File: src/rtl/tph_pkg.sv
package tph_pkg;
  typedef enum logic [1:0] {
    ST_IDLE  = 2'd0,
    ST_SHIFT = 2'd1,
    ST_HOLD  = 2'd2,
    ST_LATCH = 2'd3
  } tph_state_e;
endpackage

File: src/rtl/tph_shift.sv
module tph_shift #(
  parameter int LINE_DOTS = 1728
) (
  input  logic       clk_i,
  input  logic       rst_ni,
  input  logic       go_i,
  input  logic [7:0] byte_i,
  input  logic       byte_valid_i,
  output logic       byte_ready_o,
  output logic       pclk_o,
  output logic       pdat_o,
  output logic       line_done_o
);
  localparam int DOT_W = $clog2(LINE_DOTS + 1);

  logic             active_q, ph_q, pclk_q, pdat_q, done_q;
  logic [7:0]       sreg_q;
  logic [3:0]       nbits_q;
  logic [DOT_W-1:0] dots_q;

  assign byte_ready_o = active_q && (nbits_q == 4'd0);
  assign pclk_o       = pclk_q;
  assign pdat_o       = pdat_q;
  assign line_done_o  = done_q;

  always_ff @(posedge clk_i or negedge rst_ni) begin
    if (!rst_ni) begin
      active_q <= 1'b0;
      ph_q     <= 1'b0;
      pclk_q   <= 1'b0;
      pdat_q   <= 1'b0;
      done_q   <= 1'b0;
      sreg_q   <= '0;
      nbits_q  <= '0;
      dots_q   <= '0;
    end else begin
      done_q <= 1'b0;
      if (go_i && !active_q) begin
        active_q <= 1'b1;
        ph_q     <= 1'b0;
        nbits_q  <= '0;
        dots_q   <= '0;
      end else if (active_q) begin
        if (nbits_q == 4'd0) begin
          if (byte_valid_i) begin
            sreg_q  <= byte_i;
            pdat_q  <= byte_i[7];
            nbits_q <= 4'd8;
            ph_q    <= 1'b0;
          end
        end else if (!ph_q) begin
          pclk_q <= 1'b1;
          ph_q   <= 1'b1;
        end else begin
          // falling edge of the data clock: next bit goes out together
          pclk_q  <= 1'b0;
          ph_q    <= 1'b0;
          sreg_q  <= {sreg_q[6:0], 1'b0};
          pdat_q  <= sreg_q[6];
          nbits_q <= nbits_q - 4'd1;
          dots_q  <= dots_q + 1'b1;
          if (dots_q == DOT_W'(LINE_DOTS - 1)) begin
            active_q <= 1'b0;
            done_q   <= 1'b1;
          end
        end
      end
    end
  end

  a_r3_pdat_stable_high: assert property (@(posedge clk_i) disable iff (!rst_ni)
    pclk_o |-> $stable(pdat_o));
  a_r3_pclk_one_cycle: assert property (@(posedge clk_i) disable iff (!rst_ni)
    pclk_o |=> !pclk_o);
  a_r2_ready_clock_low: assert property (@(posedge clk_i) disable iff (!rst_ni)
    byte_ready_o |-> !pclk_o);
endmodule

File: src/rtl/tph_strobe_seq.sv
module tph_strobe_seq #(
  parameter int GROUPS = 4,
  parameter int SW_W   = 16
) (
  input  logic              clk_i,
  input  logic              rst_ni,
  input  logic              go_i,
  input  logic              pol_i,
  input  logic [SW_W-1:0]   width_i,
  output logic [GROUPS-1:0] strb_o,
  output logic              running_o,
  output logic              done_o
);
  localparam int GRP_W = (GROUPS > 1) ? $clog2(GROUPS) : 1;

  logic              running_q, done_q;
  logic [GRP_W-1:0]  grp_q;
  logic [SW_W-1:0]   cnt_q, w_eff;
  logic [GROUPS-1:0] act;

  assign w_eff     = (width_i == '0) ? SW_W'(1) : width_i;
  assign running_o = running_q;
  assign done_o    = done_q;

  always_ff @(posedge clk_i or negedge rst_ni) begin
    if (!rst_ni) begin
      running_q <= 1'b0;
      done_q    <= 1'b0;
      grp_q     <= '0;
      cnt_q     <= '0;
    end else begin
      done_q <= 1'b0;
      if (go_i && !running_q) begin
        running_q <= 1'b1;
        grp_q     <= '0;
        cnt_q     <= w_eff;
      end else if (running_q) begin
        if (cnt_q == SW_W'(1)) begin
          if (grp_q == GRP_W'(GROUPS - 1)) begin
            running_q <= 1'b0;
            done_q    <= 1'b1;
          end else begin
            grp_q <= grp_q + 1'b1;
            cnt_q <= w_eff;
          end
        end else begin
          cnt_q <= cnt_q - 1'b1;
        end
      end
    end
  end

  for (genvar g = 0; g < GROUPS; g++) begin : g_pin
    assign act[g]    = running_q && (grp_q == GRP_W'(g));
    assign strb_o[g] = pol_i ? act[g] : ~act[g];
  end

  a_r6_one_group: assert property (@(posedge clk_i) disable iff (!rst_ni)
    $onehot0(act));
  a_r5_ascending: assert property (@(posedge clk_i) disable iff (!rst_ni)
    (act != '0 && $past(act) != '0 && act != $past(act)) |-> act == ($past(act) << 1));
  a_r9_done_quiet: assert property (@(posedge clk_i) disable iff (!rst_ni)
    done_q |-> act == '0);
endmodule

File: src/rtl/tph_serial_if.sv
module tph_serial_if
  import tph_pkg::*;
#(
  parameter int LINE_DOTS = 1728,
  parameter int GROUPS    = 4,
  parameter int SW_W      = 16,
  parameter int LAT_CLKS  = 4
) (
  input  logic              clk_i,
  input  logic              rst_ni,
  input  logic              start_i,
  input  logic              strb_pol_i,
  input  logic [SW_W-1:0]   strb_width_i,
  input  logic [7:0]        byte_i,
  input  logic              byte_valid_i,
  output logic              byte_ready_o,
  output logic              pclk_o,
  output logic              pdat_o,
  output logic              plat_o,
  output logic [GROUPS-1:0] strb_o,
  output logic              busy_o,
  output logic              done_o
);
  localparam int LAT_W = $clog2(LAT_CLKS + 1);

  tph_state_e       state_q;
  logic [LAT_W-1:0] lat_cnt_q;
  logic             sh_go, sh_done, seq_go, seq_running, seq_done, lat_last;

  assign sh_go    = (state_q == ST_IDLE) && start_i;
  assign lat_last = (lat_cnt_q == LAT_W'(LAT_CLKS - 1));
  assign seq_go   = (state_q == ST_LATCH) && lat_last;
  assign plat_o   = (state_q == ST_LATCH);
  assign busy_o   = (state_q != ST_IDLE) || seq_running;
  assign done_o   = seq_done;

  tph_shift #(.LINE_DOTS(LINE_DOTS)) u_shift (
    .clk_i        (clk_i),
    .rst_ni       (rst_ni),
    .go_i         (sh_go),
    .byte_i       (byte_i),
    .byte_valid_i (byte_valid_i),
    .byte_ready_o (byte_ready_o),
    .pclk_o       (pclk_o),
    .pdat_o       (pdat_o),
    .line_done_o  (sh_done)
  );

  tph_strobe_seq #(.GROUPS(GROUPS), .SW_W(SW_W)) u_seq (
    .clk_i     (clk_i),
    .rst_ni    (rst_ni),
    .go_i      (seq_go),
    .pol_i     (strb_pol_i),
    .width_i   (strb_width_i),
    .strb_o    (strb_o),
    .running_o (seq_running),
    .done_o    (seq_done)
  );

  always_ff @(posedge clk_i or negedge rst_ni) begin
    if (!rst_ni) begin
      state_q   <= ST_IDLE;
      lat_cnt_q <= '0;
    end else begin
      unique case (state_q)
        ST_IDLE:  if (start_i) state_q <= ST_SHIFT;
        ST_SHIFT: if (sh_done) state_q <= ST_HOLD;
        ST_HOLD: begin
          // latch must not disturb the line that is still heating
          if (!seq_running) begin
            state_q   <= ST_LATCH;
            lat_cnt_q <= '0;
          end
        end
        ST_LATCH: begin
          if (lat_last) state_q <= ST_IDLE;
          else          lat_cnt_q <= lat_cnt_q + 1'b1;
        end
        default: state_q <= ST_IDLE;
      endcase
    end
  end

  a_r4_latch_clock_low: assert property (@(posedge clk_i) disable iff (!rst_ni)
    plat_o |-> !pclk_o);
  a_r8_latch_not_heating: assert property (@(posedge clk_i) disable iff (!rst_ni)
    plat_o |-> !seq_running);
  a_r9_done_single: assert property (@(posedge clk_i) disable iff (!rst_ni)
    done_o |=> !done_o);
  a_r9_busy_after_start: assert property (@(posedge clk_i) disable iff (!rst_ni)
    (state_q == ST_IDLE && start_i) |=> busy_o);
  a_r10_start_no_restart: assert property (@(posedge clk_i) disable iff (!rst_ni)
    (state_q == ST_SHIFT && start_i && !sh_done) |=> state_q == ST_SHIFT);
endmodule

File: config.mk
export PLATFORM = sky130hd
export DESIGN_NAME = tph_serial_if
export DESIGN_NICKNAME = d
export VERILOG_FILES = /design/src/rtl/tph_pkg.sv /design/src/rtl/tph_shift.sv /design/src/rtl/tph_strobe_seq.sv /design/src/rtl/tph_serial_if.sv
export SDC_FILE = /design/constraint.sdc
export NUM_CORES = 1
export LEC_CHECK = 0
export ABC_AREA = 1
export CAP_MARGIN = 20
export CORE_MARGIN = 2
export CORE_UTILIZATION = 40
export DETAILED_ROUTE_END_ITERATION = 10
export DONT_BUFFER_PORTS = 1
export SLEW_MARGIN = 20
export SYNTH_ARGS = -nofsm -noshare
export SYNTH_HDL_FRONTEND = slang
export SYNTH_SLANG_ARGS = --single-unit
File: constraint.sdc
create_clock -name clk_i -period 5.2 [get_ports clk_i]
set_input_delay 0.78 -clock clk_i [delete_from_list [all_inputs] [get_ports clk_i]]
set_output_delay 0.78 -clock clk_i [all_outputs]
set_load 0.02 [all_outputs]
======== After elaboration in Yosys (flattened, before gate mapping) ========
Cells that the tools add are included.
word-level totals
  bits of input ports ..................... 29
  register bits ........................... 52
operators by class
  multiplexer cells ....................... 59
  equality and inequality tests ........... 19
  reductions and logical operators ........ 33
  bitwise gates (word level) .............. 6
  $add $sub $neg .......................... 5
operators by type and width
  cell                                                 count
  2-to-1 mux 16 bit                                    5
  2-to-1 mux 11 bit                                    4
  2-to-1 mux 1 bit                                     30
  2-to-1 mux 7 bit                                     3
  2-to-1 mux 4 bit                                     5
  == test 16 x 1 -> 1 bit (second input constant)      1
  zero test 16 bit                                     1
  2-to-1 mux 2 bit                                     8
  subtractor 16 x 1 -> 16 bit (second input constant)  1
  AND reduction 3 bit                                  5
  nonzero test 2 bit                                   7
  adder 11 x 1 -> 11 bit (second input constant)       1
  == test 11 bit (second input constant)               1
  != test 2 bit (second input constant)                5
  logical AND 1 bit                                    9
  == test 2 bit (second input constant)                4
  one-hot mux 2 bit (4 select lines)                   1
  AND reduction 4 bit                                  2
  2-to-1 mux 3 bit                                     2
  != test 2 x 1 -> 1 bit (second input constant)       3
  NOT 1 bit                                            6
  one-hot mux 3 bit (2 select lines)                   1
  == test 2 x 1 -> 1 bit (second input constant)       2
  zero test 2 bit                                      2
  11 further kinds                                     13

======== Logic depth before layout (Yosys ltp) ========
  depth after elaboration ................. 6
  depth in mapped cells ................... 12
  depth with buffers taken out ............ 12

======== Hierarchy ========
Synthesis repeated with hierarchy kept, for this count alone.
second synthesis, totals
  cell total of the unflattened synthesis .. 479
  area, all modules ....................... 3479.6 um2
modules (own cells, without submodules)
  module          cells an instance  area an instance (um2)  times used
  tph_strobe_seq  242                1626.6                  1
  tph_shift       183                1481.4                  1
  tph_serial_if   54                 371.6                   1

======== Worst setup path after synthesis ========
Ideal clock, no wire load.
  kind .................................... register to output
  start ................................... register u_shift.nbits_q[0]
  end ..................................... output byte_ready_o
  path slack .............................. 3.197 ns
  data required time ...................... 4.420 ns
  arrival ................................. 1.223 ns
  stages on the path, launching flop included .. 6
  path through ............................ dfrtp_1 -> inv_1 -> ha_1 -> nand3_2 -> buf_2 -> nor2_1
on the way
  longest elaborated chain between the ends .. 2
RTL lines
  what                    RTL line             source
  start, declared         tph_shift.sv:18      logic [3:0] nbits_q;
  start signal, assigned  tph_shift.sv:60      nbits_q <= nbits_q - 4'd1;
  zero test 4 bit         tph_shift.sv:21      assign byte_ready_o = active_q && (nbits_q == 4'd0);
  logical AND 1 bit       tph_shift.sv:21
  end, declared           tph_serial_if.sv:16  output logic byte_ready_o,
No other way between the ends.

======== Worst setup path after layout ========
Ends and elaborated chain as after synthesis.

==> results.toml <==
[power_and_ir_drop]
fin_total_pwr_mw = 1.74
powerDensity_nw_per_um2 = 514
ir_drop_mv = 0.287
p_leak_nw = 1.58

[grt]
grt_max_degree = 53
grt_pass1_vias = 2578
grt_first_pass_wirelength_mm = 11.8
track_usage = 0.167
grt_overflow = 0
antenna_found_initial = 0

[synthesis]
synth.avg_cell_area_um2 = 7.61
synth-edff-count = 0
ys_top_cells_by_area = "dfrtp_1 41%, nand2_1 11%, nor2_1 7.6%, ha_1 6.2%, inv_1 5.3%"
synthFlopType = "dfrtp_1"
synth_top_area_share = 0.405
yosysTopAreaCell = "dfrtp_1"
yosysSeqAreaShare = 0.405
synth.cell_area_um2 = 3210
synth-async-reset-ratio = 1.00
syn-instance-count = 422
synth-seq-cells = 52
ys.warnings.count = 0
syn-num-nets = 467
yosysUniqueCellTypes = 39

[sta]
slew_viol_final = 0
fin_tns_setup_ns = 0
rsz0062_at_grt = "no"
timing.fmax_ghz = 0.409
hold_viol = 0
slew_headroom = 0.551
post-route-min-period_ns = 2.45
clock_skew_ns = 0.0143
max_slew.worst_pin.slew_ns = 0.673
setup_viol = 0
worst_slack_ns = 2.75
fin_hold_ws_ns = 0.148
min_period_over_period = 0.470

[worst_setup_path]
r2r_slack_ns = 3.14
cp_max_fo = 13
arrival_ns = 1.67
critPathLaunch = "u_shift.nbits_q[0]"
start_kind = "flop"
rr_startpoint = "u_shift.nbits_q[0]"
r2r_cells = 7
r2r_end = "u_shift.nbits_q[3]"
critPathCapture = "byte_ready_o"
critPathKind = "reg2out"
cp-end-kind = "output pin"
required_ns = 4.42

[run_status]
outcome = "finished, final reports clean"

[place]
gp_routability_congestion = 0.828
hpwl_mm = 4.95
place_ws_ns = 3.08
dp_cells = 519
numPortBuffers = 0

[die]
pin_count = 39
rows = 32
core_area_um2 = 7770
fp.dieArea_um2 = 8760
fp.dieH_um = 93.6
initial_utilization = 0.413
die_width_um = 93.6

[clock_tree]
clockBufferDepth = 2
cts_hold_buf = 0
clkSinkCount = 52
clk_pin_slew_ns = 0.10
cts_tree = "yes"
post_cts_buffers = 0
cts_buffers = 5
cts_resized = 0
clkLatencyLatePin_ns = 0.31
htree_levels = 2
cts_root_buffer = "clkbuf_8"

[cells_and_area]
syn_to_final_growth_pct = 5.38
antenna_cells = 0
fin_cells = 527
most-common-layout-cells = "96 x nand2_1, 65 x nor2_1, 52 x dfrtp_1"
layout.cells.most_common = "nand2_1"
drive_above_1_share = 0.0824
fill_cells = 804
nets = 469

[min_path]
worstHoldPathType = "in2async"

[route]
drt-initial-drc-count = 74
drt-total-wl_mm = 6.71
vias_per_cell = 5.03
vias = 2652
drc_errors = 0
wire_per_inst_um = 12.7
drt_pass1_iterations = 4
detail-route-antenna-nets = 0

[job]
cap_violations = 0
[worst min path at each step]
stage	start	endpoint	slack, ns	cells past startpoint
after floorplan	u_shift.sreg_q[0]	u_shift.sreg_q[0]	0.45	2
after global placement	u_shift.sreg_q[0]	u_shift.sreg_q[0]	0.48	2
after detailed placement	u_shift.sreg_q[0]	u_shift.sreg_q[0]	0.47	2
after CTS	rst_ni	u_seq.cnt_q[9]	0.14	0
after global routing	rst_ni	state_q[1]	0.12	0
final	rst_ni	state_q[0]	0.15	0
[report_power, final]
group          switching [mW]  internal (mW)  leakage [nW]
Clock                   0.143         0.0968        0.0485
Sequential              0.140          0.569         0.618
Combinational           0.511          0.279         0.915
Total                   0.794          0.945          1.58
[through the flow]
| step | utilization | cell area, um^2 |
|---|---|---|
| global placement | 0.424 | 3290 |
| floorplan | - | 3210 |
| CTS | 0.436 | 3380 |
| detailed placement | 0.424 | 3290 |
| finish | 0.436 | 3380 |
| global route | 0.436 | 3380 |
[sequential cells by signal (all words and copies together) (netlist names)]
register,cells
u_seq.cnt_q,16
u_shift.dots_q,11
u_shift.sreg_q,7
u_shift.nbits_q,4
lat_cnt_q,3
state_q,2
u_seq.grp_q,2
u_seq.done_o,1
u_seq.running_o,1
u_shift.active_q,1
u_shift.line_done_o,1
u_shift.pclk_o,1
u_shift.pdat_o,1
u_shift.ph_q,1
[metal layers]
layer / GRT usage / part of all wire
met1: 0.218 / 0.48
met2: 0.284 / 0.47
met3: 0.0330 / 0.038
met4: 0.0423 / 0.010
met5: 0 / 0
[worst max-delay path, cell delays in order, from the launching register on]
cell,delay (ns)
dfrtp_1,0.37
inv_1,0.13
ha_1,0.21
nand3_2,0.25
nor2_1,0.41
[Yosys cell counts (all sizes together) (2+ instances only)]
master,n
nor3,12
ha,16
a21oi,29
nand2,101
o22ai,4
inv,51
nor2,71
xor2,10
o21ai,23
nand4,3
a31oi,8
xnor2,3
buf,5
dfrtp,52
and2,2
nor4,2
clkinv,2
nand3,22
[cell type report]
type / instances / area, um^2 / area share
clock inverter: 3 / 22.5 / 0.00665
sequential: 52 / 1300 / 0.384
clock buffer: 5 / 68.8 / 0.0203
inverter: 53 / 205 / 0.0606
tap: 102 / 128 / 0.0377
multi-input combinational: 312 / 1660 / 0.490
[cells by family (layout without fill, tap and decap cells)]
kind of cell	after synthesis	count (layout)	synth area share
adder cells (fa/ha/maj)	16	16	0.0623
buffers and inverters	58	61	0.0783
AO/OA/AOI/OAI	68	68	0.123
flip-flops	52	52	0.405
XOR/XNOR	13	13	0.0355
AND/OR/NAND/NOR	215	215	0.296
Power figures use the tool's default switching activity.
